`config.mk`:
```
export PLATFORM = sky130hd
export DESIGN_NAME = pkt_write_commit
export DESIGN_NICKNAME = d
export VERILOG_FILES = /design/src/rtl/pkt_write_commit.sv
export SDC_FILE = /design/constraint.sdc
export NUM_CORES = 1
export LEC_CHECK = 0
export ABC_AREA = 1
export BUFFER_PORTS_ARGS = -buffer_cell sky130_fd_sc_hd__buf_2
export CAP_MARGIN = 5
export CORE_MARGIN = 10
export CORE_UTILIZATION = 28
export DETAILED_ROUTE_END_ITERATION = 6
export PLACE_DENSITY = 0.52
export SYNTH_ARGS = -nofsm -noshare
export SYNTH_HDL_FRONTEND = slang
export SYNTH_SLANG_ARGS = --single-unit
```
`constraint.sdc`:
```
create_clock -name clk -period 5.14 [get_ports clk]
set_input_delay 1.542 -clock clk [delete_from_list [all_inputs] [get_ports clk]]
set_output_delay 1.542 -clock clk [all_outputs]
set_load 0.01 [all_outputs]
```
`src/rtl/pkt_write_commit.sv`:
```
module pkt_write_commit #(
  parameter int DEPTH    = 16,
  parameter int W        = 32,
  parameter int RW       = 6,
  parameter int LINK_IDX = 63
) (
  input  logic          clk,
  input  logic          rst_n,
  input  logic          pkt_start,
  input  logic [W-1:0]  pc_in,
  input  logic          enq_valid,
  input  logic [1:0]    enq_kind,
  input  logic [W-1:0]  enq_iaddr,
  input  logic          enq_force,
  input  logic [RW-1:0] enq_tgt,
  input  logic [W-1:0]  enq_data,
  input  logic          link_set,
  input  logic          commit,
  input  logic          exc_valid,
  input  logic          exc_fp,
  input  logic [4:0]    exc_mask,
  input  logic [W-1:0]  exc_iaddr,
  output logic          busy,
  output logic          ovf,
  output logic          rf_we,
  output logic [RW-1:0] rf_addr,
  output logic [W-1:0]  rf_data,
  output logic [W-1:0]  rpt_pc,
  output logic [W-1:0]  next_pc,
  output logic [W-1:0]  prev_pc,
  output logic          done
);
  localparam int CW = $clog2(DEPTH + 1);
  localparam int IW = (DEPTH > 1) ? $clog2(DEPTH) : 1;
  localparam logic [1:0] K_REG = 2'd0;
  localparam logic [1:0] K_PC  = 2'd1;
  localparam logic [1:0] K_FPC = 2'd2;
  localparam logic [4:0] FP_BENIGN = 5'b00111;

  typedef enum logic [1:0] {S_IDLE, S_RUN, S_FIN} st_t;

  logic [1:0]    q_kind [DEPTH];
  logic [W-1:0]  q_ia   [DEPTH];
  logic          q_frc  [DEPTH];
  logic [RW-1:0] q_tgt  [DEPTH];
  logic [W-1:0]  q_val  [DEPTH];

  st_t          st;
  logic [CW-1:0] cnt, idx;
  logic          link_q, taken, done_q, ovf_q;
  logic          xv, xfp;
  logic [4:0]    xmask;
  logic [W-1:0]  xia, save_pc, new_pc, pc_q, prev_q;

  wire [IW-1:0] rd     = idx[IW-1:0];
  wire          idle   = (st == S_IDLE);
  wire          run    = (st == S_RUN);
  wire          fin    = (st == S_FIN);
  wire          full   = (cnt == CW'(DEPTH));
  wire          do_enq = idle && !pkt_start && !commit && enq_valid;
  wire          hit    = xv && (q_ia[rd] == xia);
  wire          ok     = !hit || (xfp ? ((xmask & ~FP_BENIGN) == 5'd0) : q_frc[rd]);
  wire          is_br  = (q_kind[rd] == K_PC) || (q_kind[rd] == K_FPC);
  wire          wr_reg = run && ok && (q_kind[rd] == K_REG);
  wire          take   = run && ok && is_br && !taken;

  assign busy    = !idle;
  assign ovf     = ovf_q;
  assign done    = done_q;
  assign next_pc = pc_q;
  assign prev_pc = prev_q;
  assign rf_we   = wr_reg || (fin && link_q);
  assign rf_addr = fin ? RW'(LINK_IDX) : q_tgt[rd];
  assign rf_data = fin ? save_pc : q_val[rd];
  assign rpt_pc  = run ? q_ia[rd] : pc_q;

  always_ff @(posedge clk) begin
    if (do_enq && !full) begin
      q_kind[cnt[IW-1:0]] <= enq_kind;
      q_ia[cnt[IW-1:0]]   <= enq_iaddr;
      q_frc[cnt[IW-1:0]]  <= enq_force;
      q_tgt[cnt[IW-1:0]]  <= enq_tgt;
      q_val[cnt[IW-1:0]]  <= enq_data;
    end
  end

  always_ff @(posedge clk or negedge rst_n) begin
    if (!rst_n) begin
      st      <= S_IDLE;
      cnt     <= '0;
      idx     <= '0;
      link_q  <= 1'b0;
      taken   <= 1'b0;
      done_q  <= 1'b0;
      ovf_q   <= 1'b0;
      xv      <= 1'b0;
      xfp     <= 1'b0;
      xmask   <= '0;
      xia     <= '0;
      save_pc <= '0;
      new_pc  <= '0;
      pc_q    <= '0;
      prev_q  <= '0;
    end else begin
      done_q <= 1'b0;
      case (st)
        S_IDLE: begin
          if (link_set) link_q <= 1'b1;
          if (pkt_start) begin
            cnt    <= '0;
            ovf_q  <= 1'b0;
            prev_q <= pc_in;
          end else if (commit) begin
            xv      <= exc_valid;
            xfp     <= exc_fp;
            xmask   <= exc_mask;
            xia     <= exc_iaddr;
            save_pc <= pc_in;
            new_pc  <= pc_in;
            taken   <= 1'b0;
            idx     <= '0;
            st      <= (cnt == '0) ? S_FIN : S_RUN;
          end else if (enq_valid) begin
            if (full) ovf_q <= 1'b1;
            else      cnt   <= cnt + 1'b1;
          end
        end
        S_RUN: begin
          if (take) begin
            taken  <= 1'b1;
            new_pc <= q_val[rd];
          end
          idx <= idx + 1'b1;
          if (idx == cnt - 1'b1) st <= S_FIN;
        end
        default: begin
          pc_q   <= new_pc;
          cnt    <= '0;
          link_q <= 1'b0;
          done_q <= 1'b1;
          st     <= S_IDLE;
        end
      endcase
    end
  end
endmodule

```
==> results.md <==
Outcome:
- The flow ran to the end, and the final reports show no timing, DRC or antenna violations.

Detailed routing:
- The post-detailed-route count of antenna-violating nets is 0.
- The number of vias after detailed routing is 37648.
- The detailed-route DRC error count is 0.
- The post-detailed-route wirelength per cell is 25.7 µm.
- Before antenna repair, the detailed router went through 6 iterations.
- After detailed routing, the total wire length is 195 mm.
- The detailed router finished its first iteration with 3723 violations.
- Using the TritonRoute via totals, the vias-per-cell ratio works out to 4.97.

Critical path:
- The cell class contributing the biggest share of worst-path delay is buffers and inverters.
- Counting both buffers and inverters, the worst setup path holds a total of 5.
- STA puts the critical path data arrival time at 3.50 ns.
- The signal on the critical path passes through buf_12, inv_16, clkbuf_16, buf_8, o21ai_0, o221ai_1, o211ai_1, a31oi_1, buf_2.
- The largest fanout on the critical path is 78.
- The worst setup path is captured at an output pin.
- In this run the worst setup path terminates at rf_data[27].
- The worst setup path is launched from a flip-flop.
- The worst path required time is 3.60 ns.
- On the worst path, the slowest cell contributes a delay of 0.54 ns.
- The type of the worst setup path is reg -> out.
- The critical path startpoint is idx[0].
- The startpoint identified for the worst register-to-register timing path is st[1].
- Counting cells, the worst reg-to-reg path comes to 7.
- The worst register-to-register path ends at q_ia[7][22].
- The cell with the biggest individual delay on the critical path is sky130_fd_sc_hd__dfrtp_4.
- In this run the number of cells on the critical path is 9.
- The setup check on the worst reg-to-reg path leaves a slack of 1.67 ns.

STA:
- The final count of pins violating max slew came to 0.
- The minimum hold slack is 0.481 ns.
- Headroom to the max-slew limit came out at 0.350.
- The final critical-path required period is 5.04 ns.
- At the pin with the least slew margin, the transition time is 0.975 ns.
- The peak clock frequency supported by timing is 198 MHz.
- The setup-violating endpoint count in the final report is 0.
- The count of final hold-check violations is 0.
- The clock skew after layout is 0.0385 ns.
- The period utilization is 0.981.
- Setup repair after global routing could not meet its margin everywhere.
- Setup total negative slack on the finished layout was measured at 0 ns.

Clocking:
- The TritonCTS sink count is 1348.
- The buffer type at the clock tree root is sky130_fd_sc_hd__clkbuf_16.
- For this design, the CTS-stage hold fixing added 0 buffers.
- TritonCTS built the clock tree.
- The maximum root-to-sink buffer count is 3.
- The latest clock arrival within the worst-skew pair is 0.81 ns.
- After clock tree synthesis, the clock-pin slew on the worst setup and hold paths is 0.06 ns.
- The total CTS buffers is 146.
- The H-tree was split into 4 levels.

Worst hold path:
- The min-delay analysis places its worst path in the category reg -> reg.

Global route:
- The met2 track utilization from global routing is 0.296.
- In the global route stage, overall resource usage came out at 0.174.
- The first global-routing pass estimated 269 mm of wire.
- The number of global-route vias before repair is 36145.
- The final global-route overflow total is 0.
- The most used routing layer in global routing is met2.
- The met1 global-route usage is 0.212.
- For met3 alone, demand over resource in global routing was 0.0373.
- The maximum number of pins on one net before global-route repair is 156.
- The number of antenna violations at the first check in global routing is 55.

Yosys:
- The biggest area contributor in the post-synthesis netlist is sky130_fd_sc_hd__edfxtp_1.
- Synthesis produced a netlist whose cell count is 4590.
- The count of synthesis-stage warnings from yosys is 0.
- Among all cell types in the netlist, the one instantiated most often is sky130_fd_sc_hd__edfxtp_1.
- The fraction of synthesis flops using an asynchronous set or reset pin is 0.134.
- The count of flip-flops with a built-in enable after synthesis is 1168.
- The number of nets handed over by synthesis was 4747.
- The mean instance size in the synthesized netlist is 11.9 µm².
- The number of distinct library cells after synthesis is 32.
- The share of synthesized area in the top cell type comes to 0.644.
- Of the synthesized area, sequential elements account for 0.726.
- Synthesis inferred 1348 register bits.
- Ranked by total cell area, the synthesized netlist is headed by sky130_fd_sc_hd__edfxtp_1 64%, sky130_fd_sc_hd__dfrtp_1 8.3%, sky130_fd_sc_hd__o21ai_0 5.5%, sky130_fd_sc_hd__nand2_1 5.0%, sky130_fd_sc_hd__nor2_1 4.5%.
- In the synthesized netlist the dominant register cell turns out to be sky130_fd_sc_hd__edfxtp_1.
- The commonest cells after synthesis are 1168 x sky130_fd_sc_hd__edfxtp_1, 728 x sky130_fd_sc_hd__nand2_1, 652 x sky130_fd_sc_hd__nor2_1.
- The area of the mapped netlist is 54500 µm².

Cells and area:
- The net total in the final layout is 5070.
- Summing all flip-flop and latch instances after layout gives 39600 µm².
- Of the cells placed in the final design, the portion with a size suffix greater than 1 is 0.158.
- Relative to the synthesized area, the layout overhead comes to 20.5%.
- The count of fill cells added during filler insertion is 18976.
- The area of combinational cells with multiple inputs is 13200 µm².

Die:
- Row generation in the floorplan step produced 161 rows.
- In this run the count of I/O pins placed on the die edge is 288.
- The floorplan step defined a die boundary enclosing 213000 µm².
- The vertical die dimension is 461 µm.
- For this configuration, the core starts out at a cell density of 0.282.
- The die width is 461 µm.
- The area of the placeable core is 193000 µm².

Placed design:
- The congestion estimate from routability-driven global placement came to 0.804.
- The count of buffers added on input and output ports is 284.
- Once detailed placement completed, the half-perimeter wirelength came to 110 mm.

Power:
- The total power divided by cell area is 554 nW/µm².
- The cell leakage power is 23.7 nW.
- IR analysis of the VDD net gives a maximum drop of 386 µV.

Job:
- Across the run, the number of max-cap violations was 0.
## worst min-delay path, delay by kind of cell, from the launching register on
family	cells	cell delay [ns]
AOI/OAI and AO/OA	1	0.06
DFF	1	0.34
and+or+nand+nor	1	0.05
## state kept, by name (all words and copies together), names as in the netlist, 5 cells and up
register  count
idx           5
prev_pc      32
next_pc      32
cnt           5
xia          32
q_tgt        96
save_pc      32
q_val       512
q_ia        512
q_kind       32
q_frc        16
new_pc       32
## per-stage QoR
stage / utilization / setup WS, ns / cells / power, mW / instance area [µm²]
4_1_cts: 0.337 / -0.0506 / 7533 / 36.0 / 64900
6_report: 0.340 / 0.0984 / 7577 / 36.4 / 65700
5_1_grt: 0.340 / -0.0301 / 7569 / 38.2 / 65700
3_5_place_dp: 0.309 / 0.183 / 7238 / 25.1 / 59700
2_1_floorplan: - / -0.451 / 4590 / 19.7 / 54500
3_3_place_gp: 0.309 / 0.165 / 7238 / 25.0 / 59700
## report_power, final
group / total (mW) / internal (mW) / switching [mW]
logic: 12.9 / 4.16 / 8.71
clock network: 10.4 / 5.91 / 4.47
registers: 13.1 / 12.7 / 0.477
total: 36.4 / 22.7 / 13.7
## timing repair
item | 4_1_cts | 5_1_grt
setup endpoints to repair | 33 | 10
pin swaps | 11 | 33
setup buffers | 13 | 19
cloned | 8 | 15
gates resized for setup | 56 | 82
## worst min path at each step
stage | end | slack, ns | from | depth (start not counted)
6_report | prev_pc[2] | 0.48 | prev_pc[2] | 2
3_3_place_gp | xmask[3] | 0.47 | xmask[3] | 2
2_1_floorplan | xmask[4] | 0.45 | xmask[4] | 2
4_1_cts | prev_pc[18] | 0.49 | prev_pc[18] | 2
3_5_place_dp | next_pc[28] | 0.47 | new_pc[28] | 2
5_1_grt | prev_pc[18] | 0.49 | prev_pc[18] | 2
## cells by family after synthesis
| group | Yosys count | synth area share |
|---|---|---|
| buffers and inverters | 541 | 0.0402 |
| AO/OA/AOI/OAI | 974 | 0.105 |
| AND/OR/NAND/NOR | 1713 | 0.126 |
| XOR/XNOR | 7 | 0.00112 |
| adder cells (fa/ha/maj) | 7 | 0.00161 |
| flip-flops | 1348 | 0.726 |
## layout by cell type, fill, tap and decap left out, types with 6 or more instances in the layout
cell                        count
sky130_fd_sc_hd__buf_6          6
sky130_fd_sc_hd__o22ai_1       44
sky130_fd_sc_hd__o211ai_1      99
sky130_fd_sc_hd__buf_16        15
sky130_fd_sc_hd__o21ai_0      589
sky130_fd_sc_hd__clkinv_2      23
sky130_fd_sc_hd__clkbuf_1      40
sky130_fd_sc_hd__clkbuf_16    159
sky130_fd_sc_hd__edfxtp_1    1168
sky130_fd_sc_hd__diode_2       12
sky130_fd_sc_hd__ha_1           7
sky130_fd_sc_hd__nand3_2       23
sky130_fd_sc_hd__a21oi_1       17
sky130_fd_sc_hd__nor2_2        10
sky130_fd_sc_hd__a31oi_1       65
sky130_fd_sc_hd__clkbuf_8      18
sky130_fd_sc_hd__clkinv_1      25
sky130_fd_sc_hd__nand3_1      298
sky130_fd_sc_hd__dfrtp_1      175
sky130_fd_sc_hd__o221ai_1     118
sky130_fd_sc_hd__nor2_4        24
sky130_fd_sc_hd__nand2_1      696
sky130_fd_sc_hd__nor2_1       618
sky130_fd_sc_hd__inv_8          6
sky130_fd_sc_hd__inv_1        231
sky130_fd_sc_hd__o21ai_1       36
sky130_fd_sc_hd__buf_2        283
sky130_fd_sc_hd__buf_12        41
sky130_fd_sc_hd__buf_4        110
sky130_fd_sc_hd__nand2_2       28
## metal layers
| layer | wire (µm) | share of wire |
|---|---|---|
| met1 | 78000 | 0.40 |
| met2 | 96000 | 0.49 |
| met3 | 12200 | 0.063 |
| met4 | 8050 | 0.041 |
| met5 | 253 | 0.0013 |
## layout make-up
class                      instances  area share
tap                             2526      0.0481
clock inverter                    67     0.00937
clock buffer                     207      0.0628
timing repair buffer             472      0.0602
antenna                           12    0.000457
multi-input combinational       2701       0.201
sequential                      1348       0.603
timing repair inverter             6     0.00116
inverter                         238      0.0145
No activity file was read; power rests on OpenSTA's default activity.
